$ cat config.mk
export PLATFORM = sky130hd
export DESIGN_NAME = flow_ctl_unit
export DESIGN_NICKNAME = d
export VERILOG_FILES = /design/src/rtl/flow_pkg.sv /design/src/rtl/flow_cond.sv /design/src/rtl/flow_ctrl.sv /design/src/rtl/flow_datapath.sv /design/src/rtl/flow_ctl_unit.sv
export SDC_FILE = /design/constraint.sdc
export NUM_CORES = 1
export LEC_CHECK = 0
export BUFFER_PORTS_ARGS = -buffer_cell sky130_fd_sc_hd__clkbuf_2
export CAP_MARGIN = 20
export CORE_ASPECT_RATIO = 1.2
export CORE_UTILIZATION = 40
export CTS_CLUSTER_DIAMETER = 50
export DETAILED_ROUTE_END_ITERATION = 16
export MAX_ROUTING_LAYER = met4
export PLACE_DENSITY_LB_ADDON = 0.08
export SETUP_SLACK_MARGIN = 0.02
export SYNTH_ARGS = -nofsm -noshare
export SYNTH_HDL_FRONTEND = slang
export SYNTH_SLANG_ARGS = --single-unit
export TNS_END_PERCENT = 50
$ cat constraint.sdc
create_clock -name clk -period 4.4 [get_ports clk]
set_input_delay 1.32 -clock clk [delete_from_list [all_inputs] [get_ports clk]]
set_output_delay 1.32 -clock clk [all_outputs]
set_load 0.1 [all_outputs]
$ cat src/rtl/flow_pkg.sv
package flow_pkg;
  typedef struct packed {
    logic       loadTgt;
    logic       loadRet;
    logic       doPush;
    logic       doPop;
    logic [1:0] advLen;
    logic       raiseErr;
    logic       isTaken;
  } flowStrobe_t;

  typedef enum logic [1:0] {
    FLAG_CARRY  = 2'b00,
    FLAG_ZERO   = 2'b01,
    FLAG_SIGN   = 2'b10,
    FLAG_PARITY = 2'b11
  } flagSel_t;

  localparam logic [7:0] OP_JMP_ALWAYS  = 8'h44;
  localparam logic [7:0] OP_CALL_ALWAYS = 8'h46;
  localparam logic [7:0] OP_RET_ALWAYS  = 8'h07;
endpackage

$ cat src/rtl/flow_cond.sv
module flow_cond
  import flow_pkg::*;
(
  input  logic [2:0] condField,
  input  logic       flagCarry,
  input  logic       flagZero,
  input  logic       flagSign,
  input  logic       flagParEven,
  output logic       condTrue
);
  flagSel_t flagSel;
  logic     selFlag;

  always_comb begin
    flagSel = flagSel_t'(condField[1:0]);
    unique case (flagSel)
      FLAG_CARRY:  selFlag = flagCarry;
      FLAG_ZERO:   selFlag = flagZero;
      FLAG_SIGN:   selFlag = flagSign;
      FLAG_PARITY: selFlag = flagParEven;
      default:     selFlag = 1'b0;
    endcase
    // sense bit must match the chosen flag
    condTrue = (selFlag == condField[2]);
  end
endmodule

$ cat src/rtl/flow_ctrl.sv
module flow_ctrl
  import flow_pkg::*;
(
  input  logic        clk,
  input  logic        rstN,
  input  logic        stepEn,
  input  logic [7:0]  opByte,
  input  logic        condTrue,
  input  logic        stackFull,
  input  logic        stackEmpty,
  output flowStrobe_t strobe
);
  logic isJmpCond, isCallCond, isRetCond;
  logic wantJmp, wantCall, wantRet;
  logic [1:0] instLen;

  always_comb begin
    isJmpCond  = (opByte[7:6] == 2'b01) && (opByte[2:0] == 3'b000);
    isCallCond = (opByte[7:6] == 2'b01) && (opByte[2:0] == 3'b010);
    isRetCond  = (opByte[7:6] == 2'b00) && (opByte[2:0] == 3'b011);

    // instruction length by opcode class
    if (opByte[7:6] == 2'b01 && !opByte[0])
      instLen = 2'd3;
    else if (opByte[7:6] == 2'b00 && opByte[2] && !opByte[0])
      instLen = 2'd2;
    else
      instLen = 2'd1;

    wantJmp  = (opByte == OP_JMP_ALWAYS)  || (isJmpCond  && condTrue);
    wantCall = (opByte == OP_CALL_ALWAYS) || (isCallCond && condTrue);
    wantRet  = (opByte == OP_RET_ALWAYS)  || (isRetCond  && condTrue);

    strobe.doPush   = wantCall && !stackFull;
    strobe.doPop    = wantRet && !stackEmpty;
    strobe.loadTgt  = wantJmp || strobe.doPush;
    strobe.loadRet  = strobe.doPop;
    strobe.raiseErr = (wantCall && stackFull) || (wantRet && stackEmpty);
    strobe.isTaken  = strobe.loadTgt || strobe.loadRet;
    strobe.advLen   = instLen;
  end

  // a step never both pushes and pops
  p_push_pop_excl_r7: assert property (@(posedge clk) disable iff (!rstN)
    stepEn |-> !(strobe.doPush && strobe.doPop));

  // a stack fault is never reported as a taken transfer
  p_fault_not_taken_r11: assert property (@(posedge clk) disable iff (!rstN)
    (stepEn && strobe.raiseErr) |-> !strobe.isTaken);
endmodule

$ cat src/rtl/flow_datapath.sv
module flow_datapath
  import flow_pkg::*;
#(
  parameter int PC_W  = 13,
  parameter int DEPTH = 8
) (
  input  logic            clk,
  input  logic            rstN,
  input  logic            stepEn,
  input  flowStrobe_t     strobe,
  input  logic [PC_W-1:0] targetAddr,
  output logic [PC_W-1:0] pcOut,
  output logic            taken,
  output logic            stackErr,
  output logic            stackFull,
  output logic            stackEmpty
);
  localparam int CNT_W = $clog2(DEPTH + 1);
  localparam int IDX_W = (DEPTH > 1) ? $clog2(DEPTH) : 1;
  localparam logic [CNT_W-1:0] FULL_CNT = CNT_W'(DEPTH);
  localparam logic [PC_W-1:0]  CALL_LEN = PC_W'(3);

  logic [PC_W-1:0]  pcReg;
  logic [PC_W-1:0]  stackMem [DEPTH];
  logic [CNT_W-1:0] stackCnt;
  logic [IDX_W-1:0] pushIdx, topIdx;
  logic [PC_W-1:0]  pcSeq, pcNext;

  always_comb begin
    stackFull  = (stackCnt == FULL_CNT);
    stackEmpty = (stackCnt == '0);
    pushIdx    = IDX_W'(stackCnt);
    topIdx     = IDX_W'(stackCnt - 1'b1);
    pcSeq      = pcReg + PC_W'(strobe.advLen);
    if (strobe.loadTgt)      pcNext = targetAddr;
    else if (strobe.loadRet) pcNext = stackMem[topIdx];
    else                     pcNext = pcSeq;
  end

  always_ff @(posedge clk or negedge rstN) begin
    if (!rstN) begin
      pcReg    <= '0;
      taken    <= 1'b0;
      stackErr <= 1'b0;
      stackCnt <= '0;
    end else if (stepEn) begin
      pcReg <= pcNext;
      taken <= strobe.isTaken;
      if (strobe.raiseErr) stackErr <= 1'b1;
      if (strobe.doPush)     stackCnt <= stackCnt + 1'b1;
      else if (strobe.doPop) stackCnt <= stackCnt - 1'b1;
    end
  end

  // return address: the instruction after the three-byte call
  always_ff @(posedge clk) begin
    if (stepEn && strobe.doPush) stackMem[pushIdx] <= pcReg + CALL_LEN;
  end

  assign pcOut = pcReg;

  p_hold_r3: assert property (@(posedge clk) disable iff (!rstN)
    !stepEn |=> ($stable(pcOut) && $stable(taken) && $stable(stackCnt) && $stable(stackErr)));

  p_err_sticky_r12: assert property (@(posedge clk) disable iff (!rstN)
    stackErr |=> stackErr);

  p_depth_bound_r9: assert property (@(posedge clk) disable iff (!rstN)
    stackCnt <= FULL_CNT);

  p_fault_keeps_stack_r10: assert property (@(posedge clk) disable iff (!rstN)
    (stepEn && strobe.raiseErr) |=> ($stable(stackCnt) && stackErr));

  p_push_grows_r6: assert property (@(posedge clk) disable iff (!rstN)
    (stepEn && strobe.doPush) |=> (stackCnt == $past(stackCnt) + 1'b1));

  p_target_loaded_r5: assert property (@(posedge clk) disable iff (!rstN)
    (stepEn && strobe.loadTgt) |=> (taken && pcOut == $past(targetAddr)));
endmodule

$ cat src/rtl/flow_ctl_unit.sv
module flow_ctl_unit
  import flow_pkg::*;
#(
  parameter int PC_W  = 13,
  parameter int DEPTH = 8
) (
  input  logic            clk,
  input  logic            rstN,
  input  logic            stepEn,
  input  logic [7:0]      opByte,
  input  logic [7:0]      addrLo,
  input  logic [7:0]      addrHi,
  input  logic            flagCarry,
  input  logic            flagZero,
  input  logic            flagSign,
  input  logic            flagParEven,
  output logic [PC_W-1:0] pcOut,
  output logic            taken,
  output logic            stackErr
);
  flowStrobe_t     strobe;
  logic            condTrue, stackFull, stackEmpty;
  logic [PC_W-1:0] targetAddr;

  // only the low PC_W-8 bits of the high byte reach the target
  assign targetAddr = PC_W'({addrHi, addrLo});

  flow_cond uCond (
    .condField(opByte[5:3]), .flagCarry(flagCarry), .flagZero(flagZero),
    .flagSign(flagSign), .flagParEven(flagParEven), .condTrue(condTrue)
  );

  flow_ctrl uCtrl (
    .clk(clk), .rstN(rstN), .stepEn(stepEn), .opByte(opByte), .condTrue(condTrue),
    .stackFull(stackFull), .stackEmpty(stackEmpty), .strobe(strobe)
  );

  flow_datapath #(.PC_W(PC_W), .DEPTH(DEPTH)) uPath (
    .clk(clk), .rstN(rstN), .stepEn(stepEn), .strobe(strobe), .targetAddr(targetAddr),
    .pcOut(pcOut), .taken(taken), .stackErr(stackErr),
    .stackFull(stackFull), .stackEmpty(stackEmpty)
  );
endmodule

* Word-level counts from Yosys, hierarchy flattened
Memory sizes are Yosys's and may differ from the RTL's.
Index checks and enable logic that the tools add are counted.
** Word-level totals
- Output and inout bits :: 15
- Memories :: 1
- Word-level logic and storage cells :: 59
- Memory bits (writable) :: 104
- Input port bits :: 31
- Flip-flop bits (word level) :: 19
** Cells by class
- Equal/unequal tests :: 11
- Muxes and demuxes :: 9
- Reduce and logical (&&, ||, !) cells :: 30
- Add/subtract/negate cells :: 4
** Memory list
- uPath.stackMem :: depth 8, width 13, read ports 1, clocked after memory_dff 0, write ports 1, line flow_datapath.sv:24 : logic [PC_W-1:0] stackMem [DEPTH];
** Operators with widths (count)
- 13-bit 2-to-1 mux :: 2
- 8-bit by 7-bit == test with 1-bit output (second input constant) :: 2
- 1-bit logical AND :: 14
- 13-bit by 2-bit adder with 13-bit output :: 1
- 13-bit by 2-bit adder with 13-bit output (second input constant) :: 1
- 8-bit by 3-bit == test with 1-bit output (second input constant) :: 1
- 4-bit 2-to-1 mux :: 2
- 3-bit by 2-bit == test with 1-bit output (second input constant) :: 2
- 1-bit logical OR :: 6
- 4-bit by 1-bit adder with 4-bit output (second input constant) :: 1
- 2-bit by 1-bit == test with 1-bit output (second input constant) :: 2
- 2-bit == test (second input constant) :: 2
- 4-bit == test (second input constant) :: 1
- 2-bit logical NOT :: 2
- 4-bit logical NOT :: 1
- 2-bit 2-to-1 mux :: 2
- 1-bit one-hot mux with 4 select lines :: 1
- 2-bit AND reduction :: 2
- 4-bit by 1-bit subtractor with 4-bit output (second input constant) :: 1
- 1-bit logical NOT :: 3
- 3-bit logical NOT :: 1
- 1-bit 2-to-1 mux :: 2
- 2-bit nonzero test :: 1
- 1-bit == test :: 1

* Depth between registers and ports, before layout
- Depth in word-level cells :: 9
- Mapped depth :: 11
- Gate-level depth less buffers :: 10

* Modules after synthesis
From an unflattened synthesis, not the netlist that was laid out.
** Second synthesis, totals
- Cells, all modules :: 384
- Area total of the unflattened synthesis :: 5664.2 um^2
** By module, submodules not included
- flow_datapath :: area each 5481.5 um^2, sequential area each 3598.5 um^2, instances 1, cells each 362
- flow_ctrl :: area each 151.4 um^2, sequential area each 0.0 um^2, instances 1, cells each 20
- flow_cond :: area each 31.3 um^2, sequential area each 0.0 um^2, instances 1, cells each 2

* Least setup slack after synthesis
No wires, ideal clock.
- Kind :: input-to-reg
- From :: input opByte[3]
- To :: memory uPath.stackMem[1][0], enable pin
- Setup time :: 400 ps
- Setup slack :: 703 ps
- Arrival :: 3297 ps
- Path buffers :: 0
- Data required time :: 4000 ps
- Cell stages on the path :: 5
- Cell sequence :: or4b_1 > o311a_4 > nor2b_1 > nand3_1 > nor3_1
** Between the ends
- Longest elaborated chain between the ends :: 9
- Elaborated cells between the ends (all ways) :: 13
- Classes of those cells :: eq/ne (5); mux (3); reduce/logical (5)
** Ends and longest elaborated chain
- start: declaration :: line flow_ctl_unit.sv:10 : input logic [7:0] opByte,
- 2-bit == test, or another cell as far along :: line flow_cond.sv:16 : unique case (flagSel)
- 1-bit one-hot mux with 4 select lines :: line flow_cond.sv:16
- 1-bit == test :: line flow_cond.sv:24 : condTrue = (selFlag == condField[2]);
- 1-bit logical AND :: line flow_ctrl.sv:31 : wantCall = (opByte == OP_CALL_ALWAYS) || (isCallCond && condTrue);
- 1-bit logical OR (*) :: line flow_ctrl.sv:31
- 1-bit logical AND (*) :: line flow_ctrl.sv:34 : strobe.doPush = wantCall && !stackFull;
- 1-bit logical AND (*) :: line flow_datapath.sv:57 : if (stepEn && strobe.doPush) stackMem[pushIdx] <= pcReg + CALL_LEN;
- 1-bit 2-to-1 mux (*) :: line flow_datapath.sv:57
- 1-bit 2-to-1 mux (not written as such) (*) :: line flow_datapath.sv:57
- end: declaration :: line flow_datapath.sv:24
Mark *: on every way between the ends. The rest lies on a longest branch, timed or not.

* Worst setup path after layout
- From :: register uPath.stackCnt[0]
- To :: register uPath.pcReg[12], in the netlist uPath.pcOut[12]
** Between the ends
- Longest elaborated chain between the ends :: 5
- Elaborated cells between the ends (all ways) :: 11
- Classes of those cells :: add/sub (1); eq/ne (1); mux (2); reduce/logical (6); memory (1)
** Ends and longest elaborated chain
- start: declaration :: line flow_datapath.sv:25 : logic [CNT_W-1:0] stackCnt;
- start signal: assignment :: line flow_datapath.sv:50 : if (strobe.doPush) stackCnt <= stackCnt + 1'b1;
- start signal: assignment :: line flow_datapath.sv:51 : else if (strobe.doPop) stackCnt <= stackCnt - 1'b1;
- parallel branches: the longest is 4 deep, another holds memory 8 x 13 bit
- 13-bit 2-to-1 mux (*) :: line flow_datapath.sv:35 : if (strobe.loadTgt) pcNext = targetAddr;
- end signal: assignment :: line flow_datapath.sv:47 : pcReg <= pcNext;
- end: declaration :: line flow_datapath.sv:23 : logic [PC_W-1:0] pcReg;
Mark *: on every way between the ends.
A chain may end at the register's enable or synchronous reset.

==> impl_metrics.py <==
metrics = {
    "outcome": {
        "status": "complete, no violations",
    },
    "worst_setup_path": {
        "arrival_ns": 3.62,
        "worst-r2r-setup-slack_ns": 1.07,
        "cp.required_ns": 4.69,
        "crit_path_end": "uPath.pcOut[12]",
        "max_stage_delay_ns": 0.63,
        "crit_fanout": 12,
        "setup.worst_path.start_class": "flop",
        "worstPathCellList": "clkinv_1 -> ha_1 -> xor2_4 -> buf_4 -> mux4_1 -> mux2i_1 -> mux2i_1 -> a221o_1",
        "cp-startpoint": "uPath.stackCnt[0]",
        "crit_slowest_cell": "dfrtp_1",
        "r2r_end": "uPath.pcOut[12]",
        "path_delay_family": "multiplexers",
        "crit_path_end_kind": "flop",
        "r2r-start": "uPath.stackCnt[0]",
        "worstSetupPathType": "reg -> reg",
        "cp_num_buf_inv": 2,
        "cp_num_cells": 8,
        "crit_top_cell": "mux2i_1",
        "reg2reg_depth": 8,
    },
    "final_layout": {
        "area.growth.synth_to_final_pct": 18.9,
        "fillers": 1188,
        "drive_gt1_frac": 0.284,
        "diodes": 0,
        "fin_area_mm2": 0.00669,
        "fin_nets": 446,
        "multi_input_area_mm2": 0.00195,
        "seq_area_mm2": 0.00360,
        "fin_cells": 593,
    },
    "die": {
        "core_mm2": 0.0138,
        "die_h_um": 132,
        "ios": 46,
        "std_cell_rows": 47,
        "start_util": 0.409,
        "fp.dieW_um": 110,
        "dieArea_mm2": 0.0145,
    },
    "placed_design": {
        "place_area_mm2": 0.00611,
        "routabilityCongestion": 0.757,
        "portBuffers": 42,
        "dpl.hpwl_mm": 8.58,
        "dp_cells": 560,
    },
    "clock_network": {
        "post-cts-setup-buffer-count": 0,
        "path_clk_slew_ns": 0.06,
        "cts-root-buf": "clkbuf_16",
        "cts_buffer_depth": 2,
        "clock_latency_ns": 0.41,
        "ctsHoldBuffers": 0,
        "cts_resized": 0,
        "cts_tree": "done",
        "cts_max_level": 4,
        "numCtsBuffers": 17,
        "cts_sinks": 123,
    },
    "sta": {
        "drv_slew": 0,
        "final_hold_viol_count": 0,
        "relSlewSlack": 0.435,
        "rsz0062_at_grt": "no",
        "setup_tns_ns": 0,
        "post-route-period-util": 0.756,
        "setup_viol": 0,
        "fin_crit_ns": 3.33,
        "timing.fmax_ghz": 0.301,
        "fin_skew_ns": 0.00661,
        "worst_pin_slew_ns": 0.847,
        "hold_slack_ns": 0.466,
    },
    "global_route": {
        "grt_max_degree": 21,
        "grt_overflow_total": 0,
        "first_global_vias": 3327,
        "grtUsageTotal": 0.206,
        "grt_pass1_wl_mm": 20.0,
        "antenna_found_initial": 0,
    },
    "synth": {
        "netlist_instances": 348,
        "synth_edf_count": 104,
        "synth_warnings": 0,
        "synth-seq-cells": 123,
        "synth.most_common_cell": "edfxtp_1",
        "yosysSeqAreaShare": 0.640,
        "synth_top_area_share": 0.555,
        "synth_area_mm2": 0.00563,
        "synth_top_cells_by_count": "104 x edfxtp_1, 25 x mux2i_1, 23 x mux4_2, 23 x nor2_1, 19 x dfrtp_1",
        "ys_top_cells_by_area": "edfxtp_1 56%, mux4_2 9.2%, dfrtp_1 8.5%, mux2i_1 4.4%, xnor2_1 2.3%",
        "synth_area_leader_cell": "edfxtp_1",
        "syn-num-nets": 385,
        "synth_flop_cell": "edfxtp_1",
        "yosys.cell_types.count": 43,
        "async_flop_share": 0.154,
        "syn_avg_cell_area_um2": 16.2,
    },
    "detailed_routing": {
        "drt_iter0_markers": 192,
        "routedWlPerCell_um": 22.2,
        "postRouteWirelength_mm": 13.2,
        "vias": 3305,
        "drtPass1Iterations": 4,
        "drc": 0,
        "avgViaCountPerCell": 5.57,
        "ant_nets": 0,
    },
    "power_and_ir_drop": {
        "peakVddDrop_mv": 0.463,
        "power.total_w": 0.00482,
        "power.density_mw_per_mm2": 721,
        "leakagePower_nw": 2.41,
    },
    "hold_path": {
        "hp-start": "uPath.stackErr",
        "hp-class": "reg -> reg",
    },
    "job": {
        "drv_cap": 0,
    },
}
[worst min path at each step]
stage          cells past startpoint  slack (ns)                 to
3_5_place_dp                       1        0.46     uPath.stackErr
4_1_cts                            1        0.47     uPath.stackErr
2_1_floorplan                      1        0.52  uPath.stackCnt[3]
3_3_place_gp                       1        0.46     uPath.stackErr
6_report                           1        0.47     uPath.stackErr
5_1_grt                            1        0.50     uPath.stackErr
[report_power, final]
group | switching (W) | internal (W)
Clock | 0.000475 | 0.000877
Combinational | 0.00108 | 0.000751
Sequential | 0.000169 | 0.00147
Total | 0.00172 | 0.00310
[metal layers]
metal,wire length [µm],GRT usage
met5,0,-
met4,232,0.0841
met3,479,0.0395
met2,6730,0.319
met1,5750,0.265
[cell families (layout without fill, tap and decap cells)]
logic type                 count (synthesis)  in the layout  share of synthesized area
muxes                                     56             56                      0.161
AOI/OAI and AO/OA                         28             28                     0.0434
adders and majority gates                  6              6                     0.0147
buffers and inverters                     23             97                     0.0205
xor gates and xnor gates                  27             27                     0.0420
and+or+nand+nor                           85             85                     0.0792
DFF                                      123            123                      0.640
[sequential cells by signal, indices dropped and copies added (netlist names)]
signal and count:
uPath.taken 1, uPath.stackCnt 4, uPath.stackMem 104, uPath.pcOut 13
uPath.stackErr 1
[layout make-up]
type                       instances  area share
sequential                       123       0.538
clock buffer                      21      0.0658
timing repair buffer              59      0.0511
inverter                           6     0.00337
clock inverter                    11      0.0189
multi-input combinational        202       0.291
tap                              171      0.0320
[layout by cell type, fill, tap and decap left out, drive strengths merged, types with 3 or more instances in the layout]
master / Yosys / final
inv: 5 / 5
mux2: 5 / 5
nand3: 13 / 13
nor2: 24 / 24
o21ai: 5 / 5
nand4: 3 / 3
xnor2: 15 / 15
clkinv: 1 / 8
buf: 8 / 17
clkbuf: 9 / 63
bufinv: 0 / 3
dfrtp: 19 / 19
ha: 5 / 5
edfxtp: 104 / 104
nor3: 6 / 6
xor2: 12 / 12
nor2b: 15 / 15
a21oi: 4 / 4
a221o: 13 / 13
mux4: 26 / 26
mux2i: 25 / 25
nand2: 12 / 12
[per-stage QoR]
stage          utilization  setup WS, ns
2_1_floorplan            -         0.703
3_3_place_gp         0.444         0.706
3_5_place_dp         0.444         0.706
4_1_cts              0.485         0.974
5_1_grt              0.486         0.727
6_report             0.486          1.07
Power figures use the tool's default switching activity.
